===== config.mk =====
export PLATFORM = sky130hd
export DESIGN_NAME = ninebit_frame_tx
export DESIGN_NICKNAME = d
export VERILOG_FILES = /design/src/rtl/ntx_pkg.sv /design/src/rtl/ntx_divider.sv /design/src/rtl/ntx_shifter.sv /design/src/rtl/ntx_ctrl.sv /design/src/rtl/ninebit_frame_tx.sv
export SDC_FILE = /design/constraint.sdc
export NUM_CORES = 1
export LEC_CHECK = 0
export BUFFER_PORTS_ARGS = -buffer_cell sky130_fd_sc_hd__buf_4
export CAP_MARGIN = 20
export CORE_MARGIN = 2
export CORE_UTILIZATION = 53
export DETAILED_ROUTE_END_ITERATION = 6
export PLACE_DENSITY = 0.72
export SETUP_SLACK_MARGIN = 0.02
export SYNTH_ARGS = -nofsm -noshare
export SYNTH_HDL_FRONTEND = slang
export SYNTH_HIERARCHICAL = 1
export SYNTH_SLANG_ARGS = --single-unit

===== constraint.sdc =====
create_clock -name clk -period 1.6 [get_ports clk]
set_input_delay 0.32 -clock clk [delete_from_list [all_inputs] [get_ports clk]]
set_output_delay 0.32 -clock clk [all_outputs]
set_load 0.005 [all_outputs]

===== src/rtl/ntx_pkg.sv =====
package ntx_pkg;

    localparam int unsigned DATA_W_DEF = 8;
    localparam int unsigned DIV_DEF    = 16;

    typedef enum logic [1:0] {
        PH_IDLE  = 2'd0,
        PH_START = 2'd1,
        PH_LEAD  = 2'd2,
        PH_SHIFT = 2'd3
    } ph_t;

    typedef struct packed {
        logic load;
        logic shift;
        logic fill;
    } sh_cmd_t;

    function automatic logic line_level(input ph_t ph, input logic sr_out);
        case (ph)
            PH_IDLE:  return 1'b1;
            PH_START: return 1'b0;
            default:  return sr_out;
        endcase
    endfunction

endpackage


===== src/rtl/ntx_divider.sv =====
module ntx_divider #(
    parameter int unsigned DIV = ntx_pkg::DIV_DEF
) (
    input  logic clk,
    input  logic rst,
    input  logic tick,
    output logic roll
);
    localparam int unsigned CNT_W = (DIV > 1) ? $clog2(DIV) : 1;
    localparam logic [CNT_W-1:0] LAST = CNT_W'(DIV - 1);

    logic [CNT_W-1:0] cnt;

    assign roll = tick && (cnt == LAST);

    always_ff @(posedge clk) begin
        if (rst) begin
            cnt <= '0;
        end else if (tick) begin
            if (cnt == LAST) cnt <= '0;
            else             cnt <= cnt + 1'b1;
        end
    end
endmodule


===== src/rtl/ntx_shifter.sv =====
module ntx_shifter #(
    parameter int unsigned DATA_W = ntx_pkg::DATA_W_DEF
) (
    input  logic              clk,
    input  logic              rst,
    input  ntx_pkg::sh_cmd_t  cmd,
    input  logic [DATA_W-1:0] ld_data,
    input  logic              ld_ninth,
    output logic              out_bit,
    output logic              at_end
);
    localparam int unsigned SH_W = DATA_W + 1;

    logic [SH_W-1:0] sr;

    assign out_bit = sr[0];
    assign at_end  = sr[1] && (sr[SH_W-1:2] == '0);

    always_ff @(posedge clk) begin
        if (rst) begin
            sr <= '1;
        end else if (cmd.load) begin
            sr <= {ld_ninth, ld_data};
        end else if (cmd.shift) begin
            sr <= {cmd.fill, sr[SH_W-1:1]};
        end
    end
endmodule


===== src/rtl/ntx_ctrl.sv =====
module ntx_ctrl
    import ntx_pkg::*;
(
    input  logic    clk,
    input  logic    rst,
    input  logic    roll,
    input  logic    wr_stb,
    input  logic    at_end,
    input  logic    done_clr,
    output sh_cmd_t cmd,
    output ph_t     phase,
    output logic    busy,
    output logic    done_flag
);
    logic req;
    logic accept;
    logic finish;

    assign busy   = req || (phase != PH_IDLE);
    assign accept = wr_stb && !busy;
    assign finish = roll && (phase == PH_SHIFT) && at_end;

    always_comb begin
        cmd.load  = accept;
        cmd.shift = roll && ((phase == PH_LEAD) || (phase == PH_SHIFT));
        cmd.fill  = (phase == PH_LEAD);
    end

    always_ff @(posedge clk) begin
        if (rst) begin
            req       <= 1'b0;
            phase     <= PH_IDLE;
            done_flag <= 1'b0;
        end else begin
            if (accept) req <= 1'b1;
            if (roll) begin
                case (phase)
                    PH_IDLE: begin
                        if (req) begin
                            phase <= PH_START;
                            req   <= 1'b0;
                        end
                    end
                    PH_START: phase <= PH_LEAD;
                    PH_LEAD:  phase <= PH_SHIFT;
                    PH_SHIFT: if (at_end) phase <= PH_IDLE;
                    default:  phase <= PH_IDLE;
                endcase
            end
            if (finish)        done_flag <= 1'b1;
            else if (done_clr) done_flag <= 1'b0;
        end
    end
endmodule


===== src/rtl/ninebit_frame_tx.sv =====
module ninebit_frame_tx #(
    parameter int unsigned DATA_W = ntx_pkg::DATA_W_DEF,
    parameter int unsigned DIV    = ntx_pkg::DIV_DEF
) (
    input  logic              clk,
    input  logic              rst,
    input  logic              baud_tick,
    input  logic              wr_stb,
    input  logic [DATA_W-1:0] wr_data,
    input  logic              ninth_cfg,
    input  logic              done_clr,
    output logic              tx_out,
    output logic              tx_done
);
    import ntx_pkg::*;

    logic    roll;
    logic    sr_out;
    logic    at_end;
    logic    busy;
    sh_cmd_t cmd;
    ph_t     phase;

    ntx_divider #(.DIV(DIV)) u_div (
        .clk  (clk),
        .rst  (rst),
        .tick (baud_tick),
        .roll (roll)
    );

    ntx_shifter #(.DATA_W(DATA_W)) u_sh (
        .clk      (clk),
        .rst      (rst),
        .cmd      (cmd),
        .ld_data  (wr_data),
        .ld_ninth (ninth_cfg),
        .out_bit  (sr_out),
        .at_end   (at_end)
    );

    ntx_ctrl u_ctl (
        .clk       (clk),
        .rst       (rst),
        .roll      (roll),
        .wr_stb    (wr_stb),
        .at_end    (at_end),
        .done_clr  (done_clr),
        .cmd       (cmd),
        .phase     (phase),
        .busy      (busy),
        .done_flag (tx_done)
    );

    assign tx_out = line_level(phase, sr_out);
endmodule


==> flow_summary.json, run 1 <==
{
  "hp-class": "in2reg",
  "area_growth_pct": 24.1,
  "synth-seq-cells": 17,
  "multi_input_area_um2": 543,
  "fill_cells": 128,
  "clock_path_buffers": 2,
  "layout.nets": 136,
  "regArea_um2": 343,
  "ys_types": 32,
  "crit_type": "reg2reg",
  "final.setup_skew_ns": 0.00414,
  "cts_tree": "built",
  "setup_viol_count_final": 0,
  "cts_resized": 0,
  "clock_latency_ns": 0.30,
  "worstMarginPinSlew_ns": 0.248,
  "drtIter0Drc": 16,
  "syn_avg_cell_area_um2": 9.73,
  "setup_tns_ns": 0,
  "drv_slew": 0,
  "layout_common_cells": "buf_4, dfxtp_1, a21oi_1",
  "synthCells": 93,
  "power_frac_comb_pct": 12.6,
  "cp.required_ns": 1.79,
  "period_share_pct": 93.6,
  "final_antenna_net_count": 0,
  "drcViolationCount": 0,
  "yosys_most_used_dff": "dfxtp_1",
  "slew_headroom_pct": 83.4,
  "synth_edf_count": 0,
  "synth_top_area_share_pct": 37.6,
  "async_reset_ff_share_pct": 0,
  "grt_pass1_vias": 711,
  "overflow": 0,
  "clockRootBuffer": "clkbuf_4",
  "endpoint_kind": "flip-flop",
  "totalPowerFinal_mw": 0.788,
  "fin_crit_ns": 1.50,
  "core_mm2": 0.00156,
  "synth_top_area_cell": "dfxtp_1",
  "antenna_found_initial": 0,
  "status": "finished clean",
  "vias_per_cell": 5.83,
  "yosysWarnings": 6,
  "p_leak_nw": 0.431,
  "track_usage_pct": 20.9,
  "start_util_pct": 58.0,
  "drv_cap": 0,
  "dp_hpwl_mm": 1.35,
  "syn_area_um2": 905,
  "routed_wl_mm": 1.81,
  "powerDensity_mw_per_mm2": 702,
  "rsz0062_at_grt": "no",
  "ys_seq_area_share_pct": 37.6,
  "htreeDepth": 1,
  "vias": 769,
  "clock-sinks": 17,
  "dieArea_mm2": 0.00205,
  "cts_setup_buffers": 0,
  "critPathLaunchType": "flip-flop",
  "wl_per_cell_um": 13.7,
  "reg2reg_depth": 6,
  "layout-drive-gt1-share_pct": 33.6,
  "fin_util_pct": 72.0,
  "io_buffers": 15,
  "syn-num-nets": 112,
  "irDropWorstVdd_v": 0.000604,
  "fp.dieH_um": 45.3,
  "dr.pass1.iters": 4,
  "die_w_um": 45.3,
  "io_pins": 16,
  "clk_pin_slew_worst_paths_ns": 0.10,
  "cts_buffers": 3,
  "arrival_ns": 1.69,
  "p_int_mw": 0.592,
  "grt_max_degree": 20,
  "r2r_setup_slack_ns": 0.10,
  "swShare_pct": 25.0,
  "rows": 14,
  "grt_pass1_wl_mm": 2.93,
  "antenna_cells": 0,
  "postCtsHoldBufs": 0,
  "whs_path_depth": 3,
  "crit_fanout": 9,
  "synth_area_leaders": "dfxtp_1, mux2i_1, nor3b_1",
  "final_common_cell": "buf_4",
  "fmax_ghz": 0.668,
  "gp_congestion": 0.802,
  "seqPwrFrac_pct": 58.3,
  "p_clk_share_pct": 29.0,
  "p_sw_mw": 0.197,
  "hold_violations": 0
}
==> stage by stage <==
step | std cells | cell area [um2] | setup slack [ns] | hold WS (ns)
floorplan | 93 | 905 | 0.116 | 0.385
global placement | 127 | 1070 | 0.153 | 0.458
detailed placement | 127 | 1070 | 0.0936 | 0.478
CTS | 131 | 1100 | 0.0885 | 0.253
global route | 132 | 1120 | 0.0207 | 0.263
finish | 132 | 1120 | 0.102 | 0.260
==> layout make-up <==
| type | instances | area share [%] |
|---|---|---|
| multi-input combinational | 70 | 48.4 |
| sequential | 17 | 30.5 |
| timing repair buffer | 22 | 15.8 |
| clock buffer | 3 | 2.01 |
| tap | 16 | 1.78 |
| inverter | 3 | 1.00 |
| clock inverter | 1 | 0.446 |
==> metal layers <==
| layer | up-vias | routed length, um | track usage, % |
|---|---|---|---|
| met5 | - | 0 | 0 |
| met4 | 0 | 23 | 9.41 |
| met3 | 4 | 67 | 8.40 |
| met2 | 14 | 921 | 35.4 |
| met1 | 368 | 794 | 22.6 |
| li1 | 383 | - | - |
==> power by group through the flow <==
stage	Combinational [mW]	Clock [mW]	Sequential, mW
after CTS	0.0960	0.238	0.458
final	0.0995	0.229	0.460
after global placement	0.0920	0	0.467
after floorplan	0.0536	0	0.465
after detailed placement	0.0957	0	0.468
after global routing	0.113	0.267	0.462
==> registers in the layout, indices dropped and copies added, names as in the netlist <==
register	count
u_ctl/done_flag	1
u_sh/sr	9
u_ctl/req	1
u_ctl/phase	2
u_div/cnt	4
==> kinds of logic after synthesis <==
group / synth area share, %
AOI/OAI and AO/OA: 14.0
xor gates and xnor gates: 0.968
adders and majority gates: 6.92
buffers and inverters: 4.43
DFF: 37.6
muxes: 11.1
and+or+nand+nor: 25.0
==> critical path: stages (launching register included) <==
cell and delay (ns):
dfxtp_1 0.40, inv_1 0.10, ha_1 0.25, o21a_1 0.21, buf_12 0.15, mux2i_1 0.18
a21oi_1 0.09
==> worst paths after layout <==
path | start | end
max | u_ctl/phase[0]$_SDFFE_PP0P_ | u_sh/sr[5]$_SDFFE_PP1P_
min | wr_data[1] | u_sh/sr[1]$_SDFFE_PP1P_
max reg2reg | u_ctl/phase[0]$_SDFFE_PP0P_ | u_sh/sr[5]$_SDFFE_PP1P_
min reg2reg | u_ctl/done_flag$_SDFFE_PP0P_ | u_ctl/done_flag$_SDFFE_PP0P_
==> synth_stat cells (2+ instances only) <==
cell type  number
mux2i_1        10
nand3_1         3
nand2b_4        2
inv_1           3
nor2_1          6
nand2_1         2
ha_1            5
a21oi_1        13
nor3b_1         9
nand2b_1        2
dfxtp_1        17
(Power assumes the default switching activity.)
==> run 2: changes to the inputs <==
Settings changed: CORE_UTILIZATION 53 to 35, PLACE_DENSITY 0.72 to 0.5.
Clock period 1.6 ns to 1.9 ns, I/O delays scaled along.
==> flow_summary.json, run 2 (synthesis results as in run 1) <==
{
  "worstSetupPathDepth": 6,
  "final.setup_skew_ns": 0.00617,
  "drv_slew": 0,
  "p_clk_share_pct": 28.9,
  "cts_buffers": 3,
  "die_w_um": 54.8,
  "slowest_stage": "dfxtp_1",
  "p_int_mw": 0.494,
  "worstMarginPinSlew_ns": 0.239,
  "cts_setup_buffers": 0,
  "fin_util_pct": 43.5,
  "pre_cts_slack_ns": 0.256,
  "htreeDepth": 1,
  "r2r_start": "u_div/cnt[0]$_SDFFE_PP0P_",
  "gp_congestion": 0.700,
  "core_mm2": 0.00245,
  "vias": 695,
  "antenna_cells": 0,
  "powerDensity_mw_per_mm2": 608,
  "clockRootBuffer": "clkbuf_4",
  "setup_tns_ns": 0,
  "clock_latency_ns": 0.28,
  "layout-drive-gt1-share_pct": 25.5,
  "seqPwrFrac_pct": 59.5,
  "io_buffers": 15,
  "area_growth_pct": 18.1,
  "track_usage_pct": 13.4,
  "fmax_ghz": 0.603,
  "slowest_delay_ns": 0.40,
  "timing.rr.end": "u_sh/sr[1]$_SDFFE_PP1P_",
  "power_frac_comb_pct": 11.6,
  "critPathLaunch": "u_div/cnt[0]$_SDFFE_PP0P_",
  "dp_hpwl_mm": 1.18,
  "arrival_ns": 1.83,
  "status": "finished clean",
  "critPathLaunchType": "flip-flop",
  "wl_per_cell_um": 11.4,
  "cp-endpoint": "u_sh/sr[1]$_SDFFE_PP1P_",
  "crit_type": "reg2reg",
  "path_delay_family": "flip-flops",
  "dieArea_mm2": 0.00301,
  "cp_cell_sequence": "ha_1 > and4_2 > o21a_1 > buf_4 > mux2i_1 > a21oi_1",
  "drcViolationCount": 0,
  "routed_wl_mm": 1.59,
  "rsz0062_at_grt": "no",
  "largest_registers": "u_sh/sr (9), u_div/cnt (4), u_ctl/phase (2)",
  "p_leak_nw": 0.397,
  "drv_cap": 0,
  "vias_per_cell": 4.96,
  "crit_fanout": 9,
  "start_util_pct": 36.9,
  "final_antenna_net_count": 0,
  "setup_viol_count_final": 0,
  "reg2reg_depth": 6,
  "irDropWorstVdd_v": 0.000372,
  "hold_violations": 0,
  "r2r_setup_slack_ns": 0.24,
  "hp-class": "in2reg",
  "fin_crit_ns": 1.66,
  "largest_register_ffs": 9,
  "io_pins": 16,
  "cts_resized": 0,
  "period_share_pct": 87.3,
  "regMostFlops": "u_sh/sr",
  "clock_path_buffers": 2,
  "grt_pass1_vias": 646,
  "worst-path-buf-inv": 1,
  "cts_tree": "built",
  "grt_pass1_wl_mm": 2.88,
  "layout_common_cells": "buf_4, dfxtp_1, a21oi_1",
  "clock-sinks": 17,
  "antenna_found_initial": 0,
  "cp.required_ns": 2.08,
  "endpoint_kind": "flip-flop",
  "drtIter0Drc": 10,
  "grt_max_degree": 20,
  "fp.dieH_um": 54.8,
  "postCtsHoldBufs": 0,
  "swShare_pct": 24.0,
  "clk_pin_slew_worst_paths_ns": 0.10,
  "slew_headroom_pct": 83.9,
  "p_sw_mw": 0.156,
  "overflow": 0,
  "layout.nets": 130,
  "rows": 18,
  "dr.pass1.iters": 4,
  "worst_slack_ns": 0.241,
  "totalPowerFinal_mw": 0.649
}
run 2: through the flow:
stage / instances / area (um2) / hold slack (ns)
floorplan: 93 / 905 / 0.445
global placement: 136 / 1040 / 0.458
detailed placement: 136 / 1040 / 0.465
CTS: 140 / 1070 / 0.315
global route: 140 / 1070 / 0.323
finish: 140 / 1070 / 0.328
run 2: worst min-delay path by stage:
stage / from / endpoint / slack, ns / cells after the start
3_5_place_dp: u_ctl/done_flag$_SDFFE_PP0P_ / u_ctl/done_flag$_SDFFE_PP0P_ / 0.46 / 2
5_1_grt: wr_data[4] / u_sh/sr[4]$_SDFFE_PP1P_ / 0.32 / 3
3_3_place_gp: u_ctl/done_flag$_SDFFE_PP0P_ / u_ctl/done_flag$_SDFFE_PP0P_ / 0.46 / 2
6_report: wr_data[0] / u_sh/sr[0]$_SDFFE_PP1P_ / 0.33 / 3
2_1_floorplan: rst / u_ctl/phase[0]$_SDFFE_PP0P_ / 0.44 / 1
4_1_cts: wr_data[0] / u_sh/sr[0]$_SDFFE_PP1P_ / 0.32 / 3
run 2: power groups by stage:
| stage | Combinational (mW) | Clock, mW | Sequential (mW) |
|---|---|---|---|
| 2_1_floorplan | 0.0451 | 0 | 0.391 |
| 3_3_place_gp | 0.0757 | 0 | 0.394 |
| 3_5_place_dp | 0.0767 | 0 | 0.395 |
| 4_1_cts | 0.0768 | 0.201 | 0.387 |
| 5_1_grt | 0.0850 | 0.217 | 0.390 |
| 6_report | 0.0753 | 0.188 | 0.386 |
run 2: worst min-delay path, cell delays in order:
cell,delay (ns)
buf_4,0.08
nor3b_1,0.03
a21oi_1,0.09
run 2: layout make-up:
| class | instances | area [um2] |
|---|---|---|
| fill | 258 | 1390 |
| multi-input combinational | 69 | 524 |
| sequential | 17 | 340 |
| timing repair buffer | 17 | 128 |
| tap | 30 | 37.5 |
| clock buffer | 3 | 22.5 |
| inverter | 3 | 11.3 |
| clock inverter | 1 | 5.00 |
run 2: metal layers:
metal  vias to the layer above  GRT usage, %  part of all wire (%)
met1                       309          19.0                    50
met5                         -             0                     0
met2                        10          18.8                    46
li1                        374             -                     -
met3                         2          2.46                   3.0
met4                         0          7.50                  0.76
==> run 3: changes to the inputs <==
Settings changed: CORE_UTILIZATION 35 to 55, PLACE_DENSITY 0.5 to 0.75.
==> flow_summary.json, run 3 (synthesis results as in run 1) <==
{
  "antenna_cells": 0,
  "vias": 705,
  "hold_violations": 0,
  "routed_wl_mm": 1.60,
  "grt_max_degree": 20,
  "slowest_delay_ns": 0.40,
  "critPathLaunchType": "flip-flop",
  "fill_cells": 138,
  "drv_slew": 0,
  "clock-sinks": 17,
  "largest_registers": "u_sh/sr (9), u_div/cnt (4), u_ctl/phase (2)",
  "crit_fanout": 9,
  "drcViolationCount": 0,
  "setup_viol_count_final": 0,
  "overflow": 0,
  "fp.dieH_um": 44.6,
  "cts_tree": "built",
  "use_met3_pct": 2.45,
  "layout.nets": 130,
  "fin_crit_ns": 1.68,
  "arrival_ns": 1.84,
  "clock_latency_ns": 0.28,
  "wl_per_cell_um": 12.7,
  "vias_per_cell": 5.60,
  "grt_pass1_vias": 655,
  "final.setup_skew_ns": 0.00375,
  "layout_common_cells": "buf_4, dfxtp_1, a21oi_1",
  "p_sw_mw": 0.148,
  "fin_area_mm2": 0.00105,
  "cts_setup_buffers": 0,
  "postCtsHoldBufs": 0,
  "area_growth_pct": 16.0,
  "rows": 14,
  "start_util_pct": 59.4,
  "drv_cap": 0,
  "irDropWorstVdd_v": 0.000440,
  "final_antenna_net_count": 0,
  "largest_register_ffs": 9,
  "dr.pass1.iters": 4,
  "drtIter0Drc": 18,
  "antenna_found_initial": 0,
  "worst-path-buf-inv": 1,
  "setup_tns_ns": 0,
  "status": "finished clean",
  "power_frac_comb_pct": 11.8,
  "seqPwrFrac_pct": 59.9,
  "period_share_pct": 88.2,
  "clk_pin_slew_worst_paths_ns": 0.09,
  "io_pins": 16,
  "worstMarginPinSlew_ns": 0.226,
  "grt.busiest_layer": "met2",
  "cp_cell_sequence": "ha_1 > and4_2 > o21a_1 > buf_4 > mux2i_1 > a21oi_1",
  "layout-drive-gt1-share_pct": 24.5,
  "clock_path_buffers": 2,
  "htreeDepth": 1,
  "dieArea_mm2": 0.00199,
  "grt_util_met2_pct": 31.9,
  "endpoint_kind": "flip-flop",
  "powerDensity_mw_per_mm2": 615,
  "met1_usage_pct": 25.3,
  "cts_resized": 0,
  "io_buffers": 15,
  "die_w_um": 44.6,
  "p_int_mw": 0.497,
  "regMostFlops": "u_sh/sr",
  "swShare_pct": 23.0,
  "cp.required_ns": 2.06,
  "cts_buffers": 3,
  "hp-class": "in2reg",
  "p_clk_share_pct": 28.3,
  "gp_congestion": 0.819,
  "rsz0062_at_grt": "no",
  "slowest_stage": "dfxtp_1",
  "placed_cell_area_mm2": 0.00102,
  "clockRootBuffer": "clkbuf_4",
  "grt_pass1_wl_mm": 2.84,
  "dp_hpwl_mm": 1.19,
  "p_leak_nw": 0.394,
  "track_usage_pct": 19.5,
  "core_mm2": 0.00152,
  "path_delay_family": "flip-flops",
  "crit_type": "reg2reg",
  "slew_headroom_pct": 84.8,
  "fmax_ghz": 0.597
}
[run 3: layer usage]
metal | up-vias | routed length [um]
met1 | 324 | 790
met2 | 7 | 767
met5 | - | 0
li1 | 372 | -
met3 | 2 | 29
met4 | 0 | 17
[run 3: metrics by stage]
stage | cells | util, % | hold WS, ns | power [mW] | setup WS (ns)
after CTS | 126 | 68.9 | 0.333 | 0.655 | 0.227
after floorplan | 93 | - | 0.445 | 0.436 | 0.416
after global routing | 126 | 68.9 | 0.336 | 0.685 | 0.0766
after detailed placement | 122 | 67.2 | 0.468 | 0.471 | 0.245
final | 126 | 68.9 | 0.339 | 0.645 | 0.225
after global placement | 122 | 67.2 | 0.457 | 0.468 | 0.288
[run 3: area by class of cell]
cell class	instances	area (um2)	share of cell area [%]
Tap cell	16	20.0	1.91
Multi-Input combinational cell	69	524	49.9
Timing Repair Buffer	17	128	12.2
Inverter	3	11.3	1.07
Clock buffer	4	26.3	2.50
Sequential cell	17	340	32.4
[run 3: final timing paths]
| kind | startpoint | to | slack, ns | cells past startpoint |
|---|---|---|---|---|
| hold / removal | wr_data[3] | u_sh/sr[3]$_SDFFE_PP1P_ | 0.34 | 3 |
| setup / recovery | u_div/cnt[0]$_SDFFE_PP0P_ | u_sh/sr[6]$_SDFFE_PP1P_ | 0.22 | 6 |
| hold reg to reg | u_ctl/done_flag$_SDFFE_PP0P_ | u_ctl/done_flag$_SDFFE_PP0P_ | 0.48 | 2 |
| setup reg to reg | u_div/cnt[0]$_SDFFE_PP0P_ | u_sh/sr[6]$_SDFFE_PP1P_ | 0.22 | 6 |
[run 3: worst min-delay path, delay by kind of cell]
kind / cells / cell delay [ns]
compound gates: 1 / 0.09
buf+inv: 1 / 0.08
simple gates: 1 / 0.03
[run 3: power by group through the flow]
stage / clock (mW) / combinational, mW / sequential [mW]
final: 0.182 / 0.0761 / 0.387
after global routing: 0.211 / 0.0847 / 0.390
after CTS: 0.192 / 0.0763 / 0.387
after detailed placement: 0 / 0.0763 / 0.395
after global placement: 0 / 0.0742 / 0.394
after floorplan: 0 / 0.0451 / 0.391
